<file path="src/rtl/spe_pkg.sv">
// Shared types of the status auto-polling engine.
// Assumes: only the engine's own modules import it.
package spe_pkg;
    typedef enum logic [1:0] {
        PS_IDLE = 2'd0,
        PS_READ = 2'd1,
        PS_GAP  = 2'd2
    } poll_state_t;
endpackage

</file>
<file path="src/rtl/spe_match_unit.sv">
// Masked comparison of a received status word.
// Bytes above the configured size are removed from the mask, so only the
// right-aligned low bytes take part. AND mode needs all selected bits equal,
// OR mode needs any selected bit equal.
// Assumes: DATA_W is a multiple of 8.
module spe_match_unit #(
    parameter int DATA_W = 32,
    localparam int BYTES = DATA_W / 8,
    localparam int SZ_W  = (BYTES > 1) ? $clog2(BYTES) : 1
) (
    input  logic [DATA_W-1:0] status,
    input  logic [DATA_W-1:0] mask,
    input  logic [DATA_W-1:0] want,
    input  logic [SZ_W-1:0]   size_code,
    input  logic              or_mode,
    output logic              hit
);
    logic [DATA_W-1:0] eff_mask;
    logic [DATA_W-1:0] diff;

    // per-byte gating of the mask by the status size
    for (genvar g = 0; g < BYTES; g++) begin : g_byte
        logic in_size;
        assign in_size = (int'(size_code) >= g);
        assign eff_mask[g*8 +: 8] = mask[g*8 +: 8] & {8{in_size}};
    end

    assign diff = status ^ want;

    // select the match rule
    always_comb begin
        if (or_mode) hit = |(~diff & eff_mask);
        else         hit = ~|(diff & eff_mask);
    end
endmodule

</file>
<file path="src/rtl/spe_gap_timer.sv">
// Down-counter that times the wait between two status reads.
// Loaded with the wait length minus one; zero reports the last wait cycle.
// Assumes: load is only raised when the wait is at least one cycle.
module spe_gap_timer #(
    parameter int GAP_W = 16
) (
    input  logic             clk,
    input  logic             rst_n,
    input  logic             load,
    input  logic [GAP_W-1:0] load_val,
    output logic             zero
);
    logic [GAP_W-1:0] cnt;

    // load on request, otherwise count down to zero and hold
    always_ff @(posedge clk) begin
        if (!rst_n)          cnt <= '0;
        else if (load)       cnt <= load_val;
        else if (cnt != '0)  cnt <= cnt - 1'b1;
    end

    assign zero = (cnt == '0);
endmodule

</file>
<file path="src/rtl/spe_match_flag.sv">
// Sticky match flag with software clear and interrupt gating.
// A set in the same cycle as a clear wins.
// Assumes: set is a single-cycle event from the polling controller.
module spe_match_flag (
    input  logic clk,
    input  logic rst_n,
    input  logic set,
    input  logic clr,
    input  logic irq_en,
    output logic flag,
    output logic irq
);
    // hold the flag until cleared, set has priority
    always_ff @(posedge clk) begin
        if (!rst_n)   flag <= 1'b0;
        else if (set) flag <= 1'b1;
        else if (clr) flag <= 1'b0;
    end

    assign irq = flag & irq_en;

    assert_set_wins_R9: assert property (@(posedge clk) disable iff (!rst_n)
        set |=> flag);
    assert_clear_R9: assert property (@(posedge clk) disable iff (!rst_n)
        (clr && !set) |=> !flag);
    assert_irq_gate_R11: assert property (@(posedge clk) disable iff (!rst_n)
        !irq_en |-> !irq);
endmodule

</file>
<file path="src/rtl/status_poll_engine.sv">
// Status auto-polling engine: requests status reads, compares each result
// under mask and mode, waits cfg_gap cycles between reads, raises a sticky
// flag on a match and stops on a match only when cfg_auto_stop is set.
// Assumes: configuration is stable while busy; rd_done is only given while
// rd_req is high and carries rd_status in the same cycle.
module status_poll_engine #(
    parameter int DATA_W = 32,
    parameter int GAP_W  = 16,
    localparam int BYTES = DATA_W / 8,
    localparam int SZ_W  = (BYTES > 1) ? $clog2(BYTES) : 1
) (
    input  logic              clk,
    input  logic              rst_n,
    input  logic [DATA_W-1:0] cfg_mask,
    input  logic [DATA_W-1:0] cfg_match,
    input  logic [SZ_W-1:0]   cfg_size,
    input  logic              cfg_or_mode,
    input  logic              cfg_auto_stop,
    input  logic [GAP_W-1:0]  cfg_gap,
    input  logic              irq_en,
    input  logic              start,
    input  logic              abort,
    input  logic              flag_clr,
    output logic              rd_req,
    input  logic              rd_done,
    input  logic [DATA_W-1:0] rd_status,
    output logic              busy,
    output logic              match_flag,
    output logic              irq
);
    import spe_pkg::*;

    poll_state_t state, state_nx;
    logic        abort_pend;
    logic        hit;
    logic        gap_zero;
    logic        read_end;
    logic        timer_load;

    spe_match_unit #(.DATA_W(DATA_W)) u_match (
        .status    (rd_status),
        .mask      (cfg_mask),
        .want      (cfg_match),
        .size_code (cfg_size),
        .or_mode   (cfg_or_mode),
        .hit       (hit)
    );

    spe_gap_timer #(.GAP_W(GAP_W)) u_timer (
        .clk      (clk),
        .rst_n    (rst_n),
        .load     (timer_load),
        .load_val (cfg_gap - 1'b1),
        .zero     (gap_zero)
    );

    assign read_end = (state == PS_READ) && rd_done;

    // next polling state
    always_comb begin
        state_nx = state;
        case (state)
            PS_IDLE: if (start) state_nx = PS_READ;
            PS_READ: begin
                if (rd_done) begin
                    if ((hit && cfg_auto_stop) || abort || abort_pend) state_nx = PS_IDLE;
                    else if (cfg_gap == '0)                            state_nx = PS_READ;
                    else                                               state_nx = PS_GAP;
                end
            end
            PS_GAP: begin
                if (abort)         state_nx = PS_IDLE;
                else if (gap_zero) state_nx = PS_READ;
            end
            default: state_nx = PS_IDLE;
        endcase
    end

    assign timer_load = (state == PS_READ) && (state_nx == PS_GAP);

    // state register and abort request held until the read boundary
    always_ff @(posedge clk) begin
        if (!rst_n) begin
            state      <= PS_IDLE;
            abort_pend <= 1'b0;
        end else begin
            state <= state_nx;
            if (state_nx == PS_IDLE)                abort_pend <= 1'b0;
            else if ((state == PS_READ) && abort)   abort_pend <= 1'b1;
        end
    end

    assign busy   = (state != PS_IDLE);
    assign rd_req = (state == PS_READ);

    spe_match_flag u_flag (
        .clk    (clk),
        .rst_n  (rst_n),
        .set    (read_end && hit),
        .clr    (flag_clr),
        .irq_en (irq_en),
        .flag   (match_flag),
        .irq    (irq)
    );

    assert_req_needs_busy_R2: assert property (@(posedge clk) disable iff (!rst_n)
        rd_req |-> busy);
    assert_stop_on_hit_R7: assert property (@(posedge clk) disable iff (!rst_n)
        (rd_req && rd_done && hit && cfg_auto_stop) |=> !busy);
    assert_gap_zero_R6: assert property (@(posedge clk) disable iff (!rst_n)
        (rd_req && rd_done && !hit && !abort && !abort_pend && cfg_gap == '0) |=> rd_req);
    assert_abort_in_gap_R10: assert property (@(posedge clk) disable iff (!rst_n)
        (busy && !rd_req && abort) |=> !busy);
endmodule

</file>
<file path="config.mk">
export PLATFORM = sky130hd
export DESIGN_NAME = status_poll_engine
export DESIGN_NICKNAME = d
export VERILOG_FILES = /design/src/rtl/spe_pkg.sv /design/src/rtl/spe_match_unit.sv /design/src/rtl/spe_gap_timer.sv /design/src/rtl/spe_match_flag.sv /design/src/rtl/status_poll_engine.sv
export SDC_FILE = /design/constraint.sdc
export NUM_CORES = 1
export LEC_CHECK = 0
export BUFFER_PORTS_ARGS = -buffer_cell sky130_fd_sc_hd__buf_2
export CAP_MARGIN = 20
export CORE_MARGIN = 2
export CORE_UTILIZATION = 45
export DETAILED_ROUTE_END_ITERATION = 10
export PLACE_DENSITY = 0.81
export RECOVER_POWER = 100
export SYNTH_ARGS = -nofsm -noshare
export SYNTH_HDL_FRONTEND = slang
export SYNTH_HIERARCHICAL = 1
export SYNTH_SLANG_ARGS = --single-unit
export TNS_END_PERCENT = 10
</file>
<file path="constraint.sdc">
create_clock -name clk -period 5 [get_ports clk]
set_input_delay 1.5 -clock clk [delete_from_list [all_inputs] [get_ports clk]]
set_output_delay 1.5 -clock clk [all_outputs]
set_load 0.01 [all_outputs]
</file>
Word level (Yosys, flattened, before mapping)
Cells that the tools add are included.
- register bits after elaboration: 20
- bits of input ports: 123
- output and inout port bits: 4
- logic and storage cells: 52
- $add $sub $neg: 2
- order comparisons: 3
- equality and inequality tests: 3
- muxes and demuxes: 12
- bitwise gates (word level): 9
- reduce and logical (&&, ||, !) cells: 19
- operator list (cell ; count):
    $and 32x32->32 ; 2
    $reduce_or 32->1 ; 2
    $logic_not 16->1 ; 2
    $mux 16 ; 2
    $not 32->32 ; 1
    $sub 16x1->16 const B ; 2
    $xor 32x32->32 ; 1
    $and 8x8->8 ; 3
    $reduce_bool 16->1 ; 1
    $mux 2 ; 6
    $pmux 2 s3 ; 1
    $reduce_bool 2->1 ; 3
    $logic_and 1x1->1 ; 5
    $eq 2x2->1 const B ; 2
    $ge 2x2->1 const B ; 2
    $logic_not 2->1 ; 2
    $mux 1 ; 3
    $eq 2x1->1 const B ; 1
    $ge 2x1->1 const B ; 1
    $logic_or 1x1->1 ; 2
    $reduce_or 2->1 ; 1
    $and 1x1->1 ; 1
    $logic_not 1->1 ; 1
    $not 1->1 ; 1

Logic depth before layout (Yosys ltp)
- depth after elaboration: 15
- gate-level depth with buffers: 15
- depth with buffers taken out: 13

Cells and area by module
The synthesis kept the hierarchy.
- by module, submodules not included (module ; times used ; cells each ; area an instance (µm²)):
    spe_gap_timer ; 1 ; 116 ; 939.7
    spe_match_unit ; 1 ; 121 ; 805.8
    status_poll_engine ; 1 ; 64 ; 462.9
    spe_match_flag ; 1 ; 4 ; 48.8

Worst setup path before layout
Ideal clock, no wire load.
- path type: input port to flip-flop
- start point: input rd_status[25]
- end point: register u_timer.cnt[13]
- setup time: 127 ps
- arrival: 4125 ps
- setup slack: 748 ps
- stages: 13
- path through: xnor2_1 -> a32o_1 -> a221oi_2 -> o2111ai_1 -> a31o_1 -> or3b_1 -> a211oi_1 -> and3_1 -> and2_1 -> clkbuf_1 -> clkinv_1 -> o221ai_1 -> nor3_1
- cells in the longest elaborated chain, start to end: 14
- elaborated cells between the ends (all ways): 18
- classes of those cells: eq/ne (1); mux (5); bitwise (4); reduce/logical (8)
- ends and longest elaborated chain (item ; line ; source):
    start, declared ; status_poll_engine.sv:26 ; input logic [DATA_W-1:0] rd_status,
    $xor 32x32->32 * ; spe_match_unit.sv:28 ; assign diff = status ^ want;
    $and 32x32->32 or $not 32->32 (tied branches) ; spe_match_unit.sv:33, spe_match_unit.sv:32 ;
    $reduce_or 32->1 or $and 32x32->32 (tied branches) ; spe_match_unit.sv:33, spe_match_unit.sv:32 ;
    $logic_not 1->1 or $reduce_or 32->1 (tied branches) ; spe_match_unit.sv:33, spe_match_unit.sv:32 ;
    $mux 1 * ; spe_match_unit.sv:32 ; if (or_mode) hit = |(~diff & eff_mask);
    named net hit ; status_poll_engine.sv:35 ; logic hit;
    $logic_and 1x1->1 * ; status_poll_engine.sv:66 ; if ((hit && cfg_auto_stop) || abort || abort_pend) state_nx = PS_IDLE;
    $logic_or 1x1->1 * (2 in series) ; status_poll_engine.sv:66 ;
    $mux 2 * ; status_poll_engine.sv:66 ;
    $mux 2 * ; status_poll_engine.sv:65 ; if (rd_done) begin
    $pmux 2 s3 * ; status_poll_engine.sv:62 ; case (state)
    $eq 2x2->1 * ; status_poll_engine.sv:79 ; assign timer_load = (state == PS_READ) && (state_nx == PS_GAP);
    $logic_and 1x1->1 * ; status_poll_engine.sv:79 ;
    named net timer_load ; status_poll_engine.sv:38 ; logic timer_load;
    $mux 16 or $reduce_bool 2->1 (tied branches) ; n/a ;
    end signal, assigned ; spe_gap_timer.sv:18 ; else if (load) cnt <= load_val;
    end signal, assigned ; spe_gap_timer.sv:19 ; else if (cnt != '0) cnt <= cnt - 1'b1;
    end, declared ; spe_gap_timer.sv:13 ; logic [GAP_W-1:0] cnt;
The timed path passes the listed nets; every way through them passes the cells marked *.
A chain may end at the register's enable or synchronous reset.

Worst setup path in the final report
- start point: input rd_status[24]
- end point: register u_timer.cnt[5]
Same word-level chain as after synthesis.

==> impl_metrics.xml <==
<?xml version="1.0" encoding="UTF-8"?>
<metrics>
  <group name="clocking">
    <metric name="postCtsSetupBuffers" unit="">0</metric>
    <metric name="clock_transition_at_the_register_clock_pins_on_the_worst_setup_and_hold_paths_after_cts" unit="ns">0.06</metric>
    <metric name="worstSkewPairLatency" unit="ns">0.27</metric>
    <metric name="clockBufferDepth" unit="">2</metric>
    <metric name="hold_bufs_at_cts" unit="">0</metric>
    <metric name="resized_cells_post_cts" unit="">0</metric>
    <metric name="tritoncts.num_buffers" unit="">3</metric>
    <metric name="clk_root_buffer_cell" unit="">clkbuf_8</metric>
    <metric name="clock-sinks" unit="">20</metric>
    <metric name="tritoncts" unit="">done</metric>
    <metric name="htreeDepth" unit="">1</metric>
  </group>
  <group name="timing">
    <metric name="worst_slew_pin_slew" unit="ns">0.579</metric>
    <metric name="layout_min_cycle_time" unit="ns">4.42</metric>
    <metric name="finalSetupViolCount" unit="">0</metric>
    <metric name="achievable-frequency" unit="GHz">0.226</metric>
    <metric name="finClkSkew" unit="ns">0.0136</metric>
    <metric name="maxSlewViolCount" unit="">0</metric>
    <metric name="tcrit_tclk_final" unit="">0.884</metric>
    <metric name="final_hold_viol_count" unit="">0</metric>
    <metric name="grt_setup_unrepaired" unit="">no</metric>
    <metric name="timing.max_slew.rel_slack" unit="">0.613</metric>
    <metric name="setup_total_negative_slack" unit="ns">0</metric>
  </group>
  <group name="global_routing">
    <metric name="grt_start_max_net_pins" unit="">22</metric>
    <metric name="grt_first_pass_wirelength" unit="µm">10900</metric>
    <metric name="global_route.overflow_total" unit="">0</metric>
    <metric name="first_global_vias" unit="">2538</metric>
    <metric name="grt_antenna_before_repair" unit="">0</metric>
    <metric name="gr-usage-all-layers" unit="">0.246</metric>
  </group>
  <group name="detailed_routing">
    <metric name="drt_pass1_iterations" unit="">5</metric>
    <metric name="route.final.wire_length" unit="µm">6860</metric>
    <metric name="count_of_unresolved_drc_violations_after_routing" unit="">0</metric>
    <metric name="avgRoutedWirePerCell" unit="µm">13.9</metric>
    <metric name="drt_iter0_markers" unit="">175</metric>
    <metric name="number_of_vias_per_cell" unit="">5.55</metric>
    <metric name="antenna_left" unit="">0</metric>
    <metric name="detailroute.via_count" unit="">2736</metric>
  </group>
  <group name="synth">
    <metric name="synth.yosys.seq_area_share" unit="">0.177</metric>
    <metric name="synth.area.mux_share" unit="">0</metric>
    <metric name="synth_edf_count" unit="">0</metric>
    <metric name="ys_types" unit="">61</metric>
    <metric name="synth_compound_area_frac" unit="">0.276</metric>
    <metric name="synth.avg_cell_area" unit="µm²">7.40</metric>
    <metric name="synthesis.instances" unit="">305</metric>
    <metric name="synthXorXnorAreaFrac" unit="">0.206</metric>
    <metric name="ys.flop_type" unit="">dfxtp_1</metric>
    <metric name="synth_top_family_by_area" unit="">compound AO/OA/AOI/OAI gates</metric>
    <metric name="postSynth.asyncResetShare" unit="">0</metric>
    <metric name="yosys_register_bits" unit="">20</metric>
    <metric name="synthesis.area" unit="µm²">2260</metric>
    <metric name="synth.net_count" unit="">430</metric>
    <metric name="area_share_of_and_or_nand_nor_cells_after_synthesis" unit="">0.255</metric>
    <metric name="synth-warning-count" unit="">6</metric>
    <metric name="synth_adder_area_share" unit="">0.0111</metric>
  </group>
  <group name="layout">
    <metric name="synthToLayoutAreaGrowth" unit="%">31.4</metric>
    <metric name="multi_input_area" unit="µm²">1690</metric>
    <metric name="num-nets-final" unit="">553</metric>
    <metric name="footprint_of_the_flip_flops_and_latches" unit="µm²">400</metric>
    <metric name="layout.filler_cells" unit="">426</metric>
    <metric name="share_of_final_layout_standard_cells_stronger_than_drive_strength_1" unit="">0.324</metric>
    <metric name="ant_diodes" unit="">0</metric>
    <metric name="fin_area" unit="µm²">2970</metric>
  </group>
  <group name="placed_design">
    <metric name="gp_congestion" unit="">0.920</metric>
    <metric name="hpwlAfterDp" unit="µm">5860</metric>
    <metric name="buffer_ports.inserted" unit="">126</metric>
    <metric name="placed_cell_area" unit="µm²">2930</metric>
  </group>
  <group name="setup_path">
    <metric name="worst_ep_arrival_time" unit="ns">4.54</metric>
    <metric name="required" unit="ns">5.12</metric>
    <metric name="crit_fanout" unit="">7</metric>
    <metric name="path_class" unit="">input pin to register</metric>
    <metric name="critical_path.startpoint" unit="">rd_status[24]</metric>
    <metric name="r2r_end" unit="">abort_pend</metric>
    <metric name="ff2ff_path_depth" unit="">9</metric>
    <metric name="crit_path_capture_type" unit="">register</metric>
    <metric name="r2r-start" unit="">u_timer/cnt[0]</metric>
    <metric name="worstSetupStartpointType" unit="">input pin</metric>
    <metric name="worst_reg2reg_setup_slack" unit="ns">2.39</metric>
  </group>
  <group name="floorplan">
    <metric name="design.core.area" unit="µm²">4790</metric>
    <metric name="rows" unit="">25</metric>
    <metric name="io_pins" unit="">127</metric>
    <metric name="die_h" unit="µm">74.8</metric>
    <metric name="initial_core_util" unit="">0.472</metric>
    <metric name="fp.dieArea" unit="µm²">5600</metric>
    <metric name="die_w" unit="µm">74.8</metric>
  </group>
  <group name="worst_hold_path">
    <metric name="hold_depth" unit="">2</metric>
    <metric name="hold_end" unit="">u_timer/cnt[6]</metric>
    <metric name="min-delay-path-class" unit="">register to register</metric>
    <metric name="holdCritStartpoint" unit="">u_timer/cnt[6]</metric>
  </group>
  <group name="outcome">
    <metric name="run_status" unit="">finished, final reports clean</metric>
  </group>
  <group name="power_and_ir_drop">
    <metric name="leakage_power_of_the_design" unit="µW">0.00137</metric>
    <metric name="ir_drop" unit="V">0.000180</metric>
    <metric name="power_density" unit="nW/µm²">306</metric>
  </group>
  <group name="job">
    <metric name="drv_cap" unit="">0</metric>
  </group>
</metrics>
## cell usage after synthesis, drive strengths merged (4+ instances only)
library cell,instances,share of area
dfxtp,20,0.18
o31ai,4,0.013
o22ai,12,0.033
o2bb2ai,5,0.019
a221oi,5,0.022
nor2,11,0.018
a21oi,4,0.0089
nor3,11,0.027
xor2,27,0.10
a22oi,4,0.018
nand3,8,0.018
buf,5,0.013
inv,32,0.053
xnor2,26,0.10
o21ai,19,0.044
nor4,9,0.025
nor2b,7,0.023
nand2,28,0.047
and2,4,0.012
clkbuf,4,0.0066
or4,5,0.022
## area by class of cell
type                       instances  area share
multi-input combinational        243       0.569
timing repair buffer             127       0.212
sequential                        20       0.135
inverter                          33      0.0418
tap                               67      0.0283
clock buffer                       3      0.0139
## how the worst max path moves through the flow
stage	endpoint	slack (ns)	cells after the start
finish	u_timer/cnt[5]	0.58	14
global route	u_timer/cnt[13]	0.29	13
CTS	u_timer/cnt[13]	0.73	13
detailed placement	u_timer/cnt[13]	0.47	13
global placement	u_timer/cnt[13]	0.64	13
floorplan	u_timer/cnt[13]	0.75	13
## placed cells by master, fill, tap and decap left out, drive strengths merged, types with 4 or more instances in the layout
master,netlist,routed
a21oi,4,4
a221oi,5,5
a22oi,4,4
and2,4,4
buf,5,122
clkbuf,4,8
dfxtp,20,20
inv,32,32
nand2,28,28
nand3,8,8
nor2,11,11
nor2b,7,7
nor3,11,11
nor4,9,9
o21ai,19,19
o22ai,12,12
o2bb2ai,5,5
o31ai,4,4
or4,5,5
xnor2,26,26
xor2,27,27
## report_power, final
part           total, µW  leakage [µW]  switching, µW  internal [µW]
combinational        532       0.00118            293            239
sequential           270      0.000164           57.2            213
clock                106     0.0000216           52.5           53.8
total                909       0.00137            403            506
## per-stage QoR
stage | util | instances | hold WS [ns] | power (µW) | worst slack [ns]
2_1_floorplan | - | 305 | 0.469 | 667 | 0.748
3_3_place_gp | 0.613 | 490 | 0.504 | 780 | 0.638
3_5_place_dp | 0.613 | 490 | 0.500 | 796 | 0.470
4_1_cts | 0.622 | 493 | 0.508 | 903 | 0.725
5_1_grt | 0.620 | 493 | 0.541 | 977 | 0.292
6_report | 0.620 | 493 | 0.509 | 909 | 0.580
## critical path: stages
cell	delay, ns
buf_2	0.11
xnor2_1	0.13
a22o_1	0.25
a221oi_1	0.24
o2111ai_1	0.13
a31o_1	0.22
or3b_1	0.39
a211oi_1	0.29
and3_1	0.21
and2_0	0.33
clkbuf_1	0.28
nor2b_1	0.12
o21ai_2	0.16
o21ai_0	0.17
## logic make-up after synthesis
| family | Yosys count |
|---|---|
| compound gates | 85 |
| xor+xnor | 53 |
| fa+ha+maj | 2 |
| buf+inv | 42 |
| flops | 20 |
| simple gates | 103 |
## flip-flops by register name, summed over array words and instances, names as in the netlist
register / cells
abort_pend: 1
state: 2
u_flag/flag: 1
u_timer/cnt: 16
## per-layer routing
metal / global-route usage / wire (µm) / vias up
met4: 0.0437 / 82 / 0
met3: 0.0375 / 391 / 12
li1: - / - / 1357
met5: 0 / 0 / -
met2: 0.455 / 3490 / 111
met1: 0.302 / 2890 / 1256
No activity file was read; power rests on OpenSTA's default activity.
